==> src/rtl/ipc_flag_pkg.sv <==
package ipc_flag_pkg;

  localparam logic [7:0] CODE_RAISE = 8'h02;
  localparam logic [7:0] CODE_CLEAR = 8'h00;

  localparam int NUM_FLAGS  = 2;
  localparam int FLAG_LP    = 0;
  localparam int FLAG_HOST  = 1;
  localparam int STATUS_W   = 8;

endpackage

==> src/rtl/ipc_host_decode.sv <==
module ipc_host_decode #(
  parameter int ADDR_W    = 4,
  parameter int FLAG_ADDR = 1
) (
  input  logic              wr_en,
  input  logic [ADDR_W-1:0] addr,
  input  logic [7:0]        wdata,
  output logic              set_lp,
  output logic              start_rst
);
  import ipc_flag_pkg::*;

  localparam logic [ADDR_W-1:0] DOORBELL_A = ADDR_W'(FLAG_ADDR);
  localparam logic [ADDR_W-1:0] RESET_A    = '0;

  always_comb begin
    start_rst = wr_en && (addr == RESET_A);
    set_lp    = wr_en && (addr == DOORBELL_A) && (wdata == CODE_RAISE);
  end
endmodule

==> src/rtl/ipc_lp_decode.sv <==
module ipc_lp_decode #(
  parameter int ADDR_W    = 4,
  parameter int FLAG_ADDR = 1,
  parameter int ACK_ADDR  = 2
) (
  input  logic              wr_en,
  input  logic              blocked,
  input  logic [ADDR_W-1:0] addr,
  input  logic [7:0]        wdata,
  output logic              set_host,
  output logic              clr_host,
  output logic              clr_lp
);
  import ipc_flag_pkg::*;

  localparam logic [ADDR_W-1:0] DOORBELL_A = ADDR_W'(FLAG_ADDR);
  localparam logic [ADDR_W-1:0] ACK_A      = ADDR_W'(ACK_ADDR);

  logic live;

  always_comb begin
    live     = wr_en && !blocked;
    set_host = live && (addr == DOORBELL_A) && (wdata == CODE_RAISE);
    clr_host = live && (addr == DOORBELL_A) && (wdata == CODE_CLEAR);
    clr_lp   = live && (addr == ACK_A)      && (wdata == CODE_CLEAR);
  end
endmodule

==> src/rtl/ipc_irq_flag.sv <==
module ipc_irq_flag (
  input  logic clk,
  input  logic rst_n,
  input  logic set_i,
  input  logic clr_i,
  output logic flag_o
);
  logic flag_q, flag_d, flag_en;

  always_comb begin
    flag_en = set_i || clr_i;
    flag_d  = set_i;
  end

  always_ff @(posedge clk or negedge rst_n) begin
    if (!rst_n)       flag_q <= 1'b0;
    else if (flag_en) flag_q <= flag_d;
  end

  assign flag_o = flag_q;
endmodule

==> src/rtl/ipc_reset_pulse.sv <==
module ipc_reset_pulse #(
  parameter int RST_CYCLES = 8
) (
  input  logic clk,
  input  logic rst_n,
  input  logic start_i,
  output logic pulse_o
);
  localparam int CNT_W = $clog2(RST_CYCLES + 1);
  localparam logic [CNT_W-1:0] LOAD_V = CNT_W'(RST_CYCLES);

  logic [CNT_W-1:0] cnt_q, cnt_d;
  logic             cnt_en;

  always_comb begin
    cnt_en = start_i || (cnt_q != '0);
    if (start_i) cnt_d = LOAD_V;
    else         cnt_d = cnt_q - 1'b1;
  end

  always_ff @(posedge clk or negedge rst_n) begin
    if (!rst_n)      cnt_q <= '0;
    else if (cnt_en) cnt_q <= cnt_d;
  end

  assign pulse_o = (cnt_q != '0);
endmodule

==> src/rtl/ipc_flag_mailbox.sv <==
module ipc_flag_mailbox #(
  parameter int ADDR_W         = 4,
  parameter int HOST_FLAG_ADDR = 1,
  parameter int LP_FLAG_ADDR   = 1,
  parameter int LP_ACK_ADDR    = 2,
  parameter int RST_CYCLES     = 8
) (
  input  logic              clk,
  input  logic              rst_n,
  input  logic              host_wr_en,
  input  logic [ADDR_W-1:0] host_addr,
  input  logic [7:0]        host_wdata,
  input  logic              lp_wr_en,
  input  logic [ADDR_W-1:0] lp_addr,
  input  logic [7:0]        lp_wdata,
  output logic              irq_to_lp,
  output logic              irq_to_host,
  output logic              lp_reset,
  output logic [7:0]        status
);
  import ipc_flag_pkg::*;

  logic h_set_lp, h_start_rst;
  logic l_set_host, l_clr_host, l_clr_lp;
  logic [NUM_FLAGS-1:0] set_v, clr_v, flag_v;

  ipc_host_decode #(.ADDR_W(ADDR_W), .FLAG_ADDR(HOST_FLAG_ADDR)) u_hdec (
    .wr_en(host_wr_en), .addr(host_addr), .wdata(host_wdata),
    .set_lp(h_set_lp), .start_rst(h_start_rst)
  );

  ipc_lp_decode #(.ADDR_W(ADDR_W), .FLAG_ADDR(LP_FLAG_ADDR), .ACK_ADDR(LP_ACK_ADDR)) u_ldec (
    .wr_en(lp_wr_en), .blocked(lp_reset), .addr(lp_addr), .wdata(lp_wdata),
    .set_host(l_set_host), .clr_host(l_clr_host), .clr_lp(l_clr_lp)
  );

  ipc_reset_pulse #(.RST_CYCLES(RST_CYCLES)) u_rst (
    .clk(clk), .rst_n(rst_n), .start_i(h_start_rst), .pulse_o(lp_reset)
  );

  always_comb begin
    set_v[FLAG_LP]   = h_set_lp;
    clr_v[FLAG_LP]   = l_clr_lp;
    set_v[FLAG_HOST] = l_set_host;
    clr_v[FLAG_HOST] = l_clr_host;
  end

  for (genvar g = 0; g < NUM_FLAGS; g++) begin : g_flag
    ipc_irq_flag u_flag (
      .clk(clk), .rst_n(rst_n), .set_i(set_v[g]), .clr_i(clr_v[g]), .flag_o(flag_v[g])
    );
  end

  assign irq_to_lp   = flag_v[FLAG_LP];
  assign irq_to_host = flag_v[FLAG_HOST];
  assign status      = {{(STATUS_W-NUM_FLAGS){1'b0}}, flag_v};
endmodule

==> config.mk <==
export PLATFORM = sky130hd
export DESIGN_NAME = ipc_flag_mailbox
export DESIGN_NICKNAME = d
export VERILOG_FILES = /design/src/rtl/ipc_flag_pkg.sv /design/src/rtl/ipc_host_decode.sv /design/src/rtl/ipc_lp_decode.sv /design/src/rtl/ipc_irq_flag.sv /design/src/rtl/ipc_reset_pulse.sv /design/src/rtl/ipc_flag_mailbox.sv
export SDC_FILE = /design/constraint.sdc
export NUM_CORES = 1
export LEC_CHECK = 0
export BUFFER_PORTS_ARGS = -buffer_cell sky130_fd_sc_hd__buf_2
export CAP_MARGIN = 20
export CORE_AREA = 5 5 42 44
export CTS_CLUSTER_DIAMETER = 80
export DETAILED_ROUTE_END_ITERATION = 12
export DIE_AREA = 0 0 47 49
export PLACE_DENSITY = 0.76
export SLEW_MARGIN = 15
export SYNTH_ARGS = -nofsm -noshare
export SYNTH_HDL_FRONTEND = slang
export SYNTH_SLANG_ARGS = --single-unit
==> constraint.sdc <==
create_clock -name clk -period 2.9 [get_ports clk]
set_input_delay 0.29 -clock clk [delete_from_list [all_inputs] [get_ports clk]]
set_output_delay 0.29 -clock clk [all_outputs]
set_load 0.02 [all_outputs]
==> impl_metrics.toml, run 1 <==
[sta]
min_period_over_period_pct = 61.6
finalMaxSlewViolations = 0
fmax_ghz = 0.559
setup_viol = 0
finClkSkew_ps = 7.48
tns_ps = 0
min_period_ps = 1790
postLayoutSetupSlackWorst_ps = 1110
finalHoldViolCount = 0
rsz0062_at_grt = "false"

[critical_path]
cp.arrival_ps = 1500
cp_data_required_time_ps = 2610
cpPeakStageDelay_ps = 370
crit_path_frequent_cell = "inv_1"
slowest_stage = "dfrtp_1"
start_kind = "flop"
critPathCaptureType = "output port"
crit_chain = "inv_1 -> ha_1 -> nor3b_4 -> inv_1 -> buf_2"
worstPathMaxFanout = 5
crit_type = "reg2out"

[power_and_ir_drop]
vdd_drop_max_v = 0.000376
leakage_nw = 0.353
powerDensity_nw_per_um2 = 593

[global_routing]
grt_use_total_pct = 9.56
grt_pass1_vias = 428
grt.overflow.total = 0
grt_max_degree = 7
grt_pass1_wl_um = 1620
antenna_found_initial = 0

[layout]
fill_cells = 145
final_util_pct = 47.4
diodes = 0
final_area_um2 = 664
nets = 111
final_layout_size_suffix_gt1_share_pct = 53.2
syn_to_final_growth_pct = 34.8

[yosys]
synth-seq-cells = 6
yosys_warnings = 0
seq_area_frac_synth_pct = 30.5
yosys.area.top_type_share_pct = 30.5
avgSynthCellArea_um2 = 10.7
netlist-cell-type-count = 23
synth_cells = 46
synthTopCellsByArea = "dfrtp_1 (30%), buf_4 (12%), nor4_4 (8.6%)"
synth.largest_area_cell = "dfrtp_1"
synth_area_um2 = 493

[clocking]
post-cts-setup-buffers = 0
htree_levels = 1
cts_sinks = 6
cts_tree = "yes"
clock-root-buffer = "clkbuf_4"
cts.path.max_buffers = 2
cts.reportedPaths.clkPinSlew_ps = 50
clock_latency_ps = 250
cts_buffers = 3

[route]
postRouteAntennaNets = 0
wl_per_cell_um = 10.6
drt_iter0_markers = 0
finalWirelength_um = 1000
dr_total_vias = 432
dr.pass1.iters = 1
via_per_inst = 4.55
drc = 0

[status]
status = "complete, no violations"

[floorplan]
start_util_pct = 35.2
io_pins = 39
rows = 14
fp.dieArea_um2 = 2300
core-area_um2 = 1400
die_w_um = 47
chipHeight_um = 49

[worst_hold_path]
hold_path_class = "in2reg"

[flow_run]
drv_cap = 0

[placed_design]
place.gp.congestion = 0.636
place_area_um2 = 632
port-buffer-count = 32
place_worst_setup_slack_ps = 1350
==> cell usage after synthesis <==
| library cell | number |
|---|---|
| a211o_1 | 1 |
| a211oi_2 | 1 |
| a41o_2 | 1 |
| and2b_1 | 1 |
| and4bb_1 | 1 |
| buf_4 | 8 |
| conb_1 | 1 |
| dfrtp_1 | 6 |
| ha_1 | 2 |
| inv_1 | 4 |
| mux2_4 | 1 |
| nand4_1 | 1 |
| nand4_2 | 1 |
| nor2_1 | 3 |
| nor2b_1 | 1 |
| nor3_1 | 2 |
| nor3b_1 | 2 |
| nor3b_4 | 1 |
| nor4_4 | 2 |
| nor4b_1 | 2 |
| o211ai_1 | 1 |
| or3_1 | 1 |
| xnor2_1 | 2 |
==> worst max-delay path: cells and delay by family (launching register included) <==
family	cells	cell delay, ps
simple gates	1	300
buf+inv	3	410
flops	1	370
fa+ha+maj	1	180
==> path summary, 6_finish.rpt <==
path                                               from  cells past startpoint  slack [ps]                 endpoint
min in group asynchronous                         rst_n                      2         390           u_rst.cnt_q[2]
worst min-delay path                        lp_wdata[1]                      2         290  g_flag[1].u_flag.flag_o
max in group asynchronous                         rst_n                      2        2360           u_rst.cnt_q[1]
worst min register to register  g_flag[1].u_flag.flag_o                      1         540  g_flag[1].u_flag.flag_o
worst max-delay path                     u_rst.cnt_q[0]                      5        1110                 lp_reset
worst max register to register           u_rst.cnt_q[0]                      5        1400  g_flag[1].u_flag.flag_o
==> sequential cells by signal (all words and copies together), names as in the netlist <==
name                  count
g_flag.u_flag.flag_o      2
u_rst.cnt_q               4
==> area by class of cell <==
cell class | instances | area [um2] | share of cell area (%)
clock buffers | 3 | 22.5 | 3.39
well taps | 16 | 20.0 | 3.01
flip-flops and latches | 6 | 150 | 22.6
repair buffers | 33 | 170 | 25.6
multi-input cells | 33 | 287 | 43.1
inverters | 4 | 15.0 | 2.26
==> report_power, final <==
| part | total (W) | leakage (nW) | switching, W | internal (W) |
|---|---|---|---|---|
| Sequential | 0.000142 | 0.0704 | 0.0000274 | 0.000115 |
| Combinational | 0.000175 | 0.269 | 0.0000839 | 0.0000912 |
| Clock | 0.0000768 | 0.0138 | 0.0000300 | 0.0000468 |
| Total | 0.000394 | 0.353 | 0.000141 | 0.000253 |
==> repair_timing <==
action,CTS,global route
hold buffers,1,0
resized for setup,0,0
hold endpoints to repair,6,0
==> layer usage <==
metal  wire length, um  share of wire (%)  GRT usage (%)
met1               360                 36           10.3
met5                 0                  0              0
met2               517                 52           15.6
met4                 0                  0           2.76
met3               125                 12           5.17
==> layout by cell type, fill, tap and decap left out, types with 2 or more instances in the layout <==
| cell | instances |
|---|---|
| buf_2 | 32 |
| conb_1 | 6 |
| dfrtp_1 | 6 |
| inv_1 | 4 |
| nor2_1 | 3 |
| clkbuf_4 | 3 |
| nor4_4 | 2 |
| nor3b_1 | 2 |
| nor4b_1 | 2 |
| xnor2_1 | 2 |
| nor3_1 | 2 |
| ha_1 | 2 |
==> metrics by stage <==
stage / hold WS, ps / cells / total power [W]
global route: 301 / 95 / 0.000431
CTS: 285 / 95 / 0.000403
finish: 291 / 95 / 0.000394
floorplan: -5.59 / 51 / 0.000279
detailed placement: 119 / 91 / 0.000321
global placement: 120 / 91 / 0.000314
==> kinds of logic (layout without fill, tap and decap cells) <==
kind of cell	count (synthesis)	after routing	synth area share [%]
other	1	6	0.761
and+or+nand+nor	18	18	33.8
AOI/OAI and AO/OA	4	4	8.12
buffers and inverters	12	40	15.2
DFF	6	6	30.5
adders and majority gates	2	2	5.08
xor gates and xnor gates	2	2	3.55
muxes	1	1	3.04
No activity file was read; power rests on OpenSTA's default activity.
==> run 2, diff against run 1 <==
Settings changed: CORE_AREA 5 5 42 44 to not set, CORE_MARGIN set to 5, CORE_UTILIZATION set to 34, DIE_AREA 0 0 47 49 to not set, PLACE_DENSITY 0.76 to 0.74.
Clock period 2.9 ns to 1.47 ns, I/O delays scaled along.
==> impl_metrics.toml, run 2 (synthesized netlist as in run 1, its figures left out) <==
[status]
status = "finished, violations left"
violations = "negative setup slack"

[power_and_ir_drop]
vdd_drop_max_v = 0.000792
powerDensity_nw_per_um2 = 1360
leakage_nw = 0.396

[global_routing]
grt.overflow.total = 0
antenna_found_initial = 0
grt_use_total_pct = 11.1
grt_pass1_vias = 464
grt_pass1_wl_um = 1700
grt_max_degree = 7

[critical_path]
cpPeakStageDelay_ps = 380
worstPathMaxFanout = 3
cp_top_family = "flip-flops"
crit_chain = "inv_2 -> ha_4 -> nor3b_4 -> buf_6 -> inv_4 -> buf_6"
critPathCaptureType = "output port"
crit_start = "u_rst.cnt_q[1]"
reg2reg_from = "u_rst.cnt_q[1]"
slowest_stage = "dfrtp_1"
start_kind = "flop"
crit_type = "reg2out"
path_buf_inv = 4
cp.arrival_ps = 1320
cp_data_required_time_ps = 1320
crit_path_frequent_cell = "buf_6"

[sta]
finClkSkew_ps = 4.13
tns_ps = -0.488
finalHoldViolCount = 0
min_period_ps = 1470
rsz0062_at_grt = "true"
finalMaxSlewViolations = 0
postLayoutSetupSlackWorst_ps = -0.488
fmax_ghz = 0.680
setup_viol = 1
min_period_over_period_pct = 100
worst_hold_slack_ps = 160

[placed_design]
place_area_um2 = 638
place.gp.congestion = 0.674
port-buffer-count = 32
hpwl_um = 1040
place_worst_setup_slack_ps = 85.5

[layout]
layout_commonest_cell = "buf_2"
final_layout_size_suffix_gt1_share_pct = 62.1
syn_to_final_growth_pct = 51.8
top_register = "u_rst.cnt_q"
diodes = 0
final_cell_mix = "buf_2 (31), buf_4 (7), conb_1 (6), dfrtp_1 (6)"
largest_reg_flops = 4
fill_cells = 124
nets = 119
final_area_um2 = 748

[clocking]
cts.reportedPaths.clkPinSlew_ps = 50
clock-root-buffer = "clkbuf_4"
cts_buffers = 3
cts_sinks = 6
cts.path.max_buffers = 2
clock_latency_ps = 240
htree_levels = 1
cts_tree = "yes"

[floorplan]
chipHeight_um = 48.1
fp.dieArea_um2 = 2310
start_util_pct = 37.0
die_w_um = 48.1
core-area_um2 = 1330
io_pins = 39
rows = 13

[route]
dr_total_vias = 474
finalWirelength_um = 1320
drt_iter0_markers = 2
via_per_inst = 4.65
wl_per_cell_um = 12.9
dr.pass1.iters = 4
drc = 0
postRouteAntennaNets = 0

[flow_run]
drv_cap = 0

[worst_hold_path]
hold_path_class = "in2reg"
holdCritStartpoint = "lp_wdata[1]"
-- run 2: cell types whose count changed in the layout (fill, tap and decap cells not counted), sizes merged --
cell / change
buf: +8
-- run 2: timing repair --
action	CTS	global route
hold endpoints to repair	6	0
resized for setup	8	1
hold buffers	1	0
pin swaps	0	1
setup buffers	4	3
setup endpoints to repair	1	1
-- run 2: cell type report --
| type | instances | area (um2) | area share, % |
|---|---|---|---|
| multi-input cells | 33 | 299 | 40.0 |
| repair buffers | 41 | 240 | 32.1 |
| flip-flops and latches | 6 | 150 | 20.1 |
| clock buffers | 3 | 22.5 | 3.01 |
| well taps | 15 | 18.8 | 2.51 |
| inverters | 4 | 17.5 | 2.34 |
-- run 2: layer usage --
metal	vias to the layer above	global-route usage, %	share of wire (%)
met4	0	1.61	0
met1	213	11.3	32
met5	-	0	0
li1	235	-	-
met2	26	18.7	57
met3	0	8.27	11
-- run 2: through the flow --
| stage | util [%] | power, W | std cells |
|---|---|---|---|
| 2_1_floorplan | - | 0.000550 | 51 |
| 3_5_place_dp | 47.8 | 0.000655 | 91 |
| 6_report | 56.1 | 0.00101 | 102 |
| 5_1_grt | 56.1 | 0.00109 | 102 |
| 3_3_place_gp | 47.8 | 0.000639 | 91 |
| 4_1_cts | 54.2 | 0.000948 | 99 |
-- run 2: worst paths after layout --
check / endpoint / slack, ps / depth (start not counted)
hold reg to reg: g_flag[1].u_flag.flag_o / 530 / 1
min in group asynchronous: u_rst.cnt_q[2] / 250 / 2
setup reg to reg: g_flag[1].u_flag.flag_o / 50 / 6
hold / removal: g_flag[1].u_flag.flag_o / 160 / 2
max in group asynchronous: g_flag[0].u_flag.flag_o / 1070 / 2
setup / recovery: lp_reset / -0.5 / 6
-- run 2: where the power goes --
part / internal [W] / total, W / switching, W
sequential: 0.000227 / 0.000284 / 0.0000575
clock: 0.0000923 / 0.000151 / 0.0000591
combinational: 0.000335 / 0.000578 / 0.000243
total: 0.000654 / 0.00101 / 0.000360
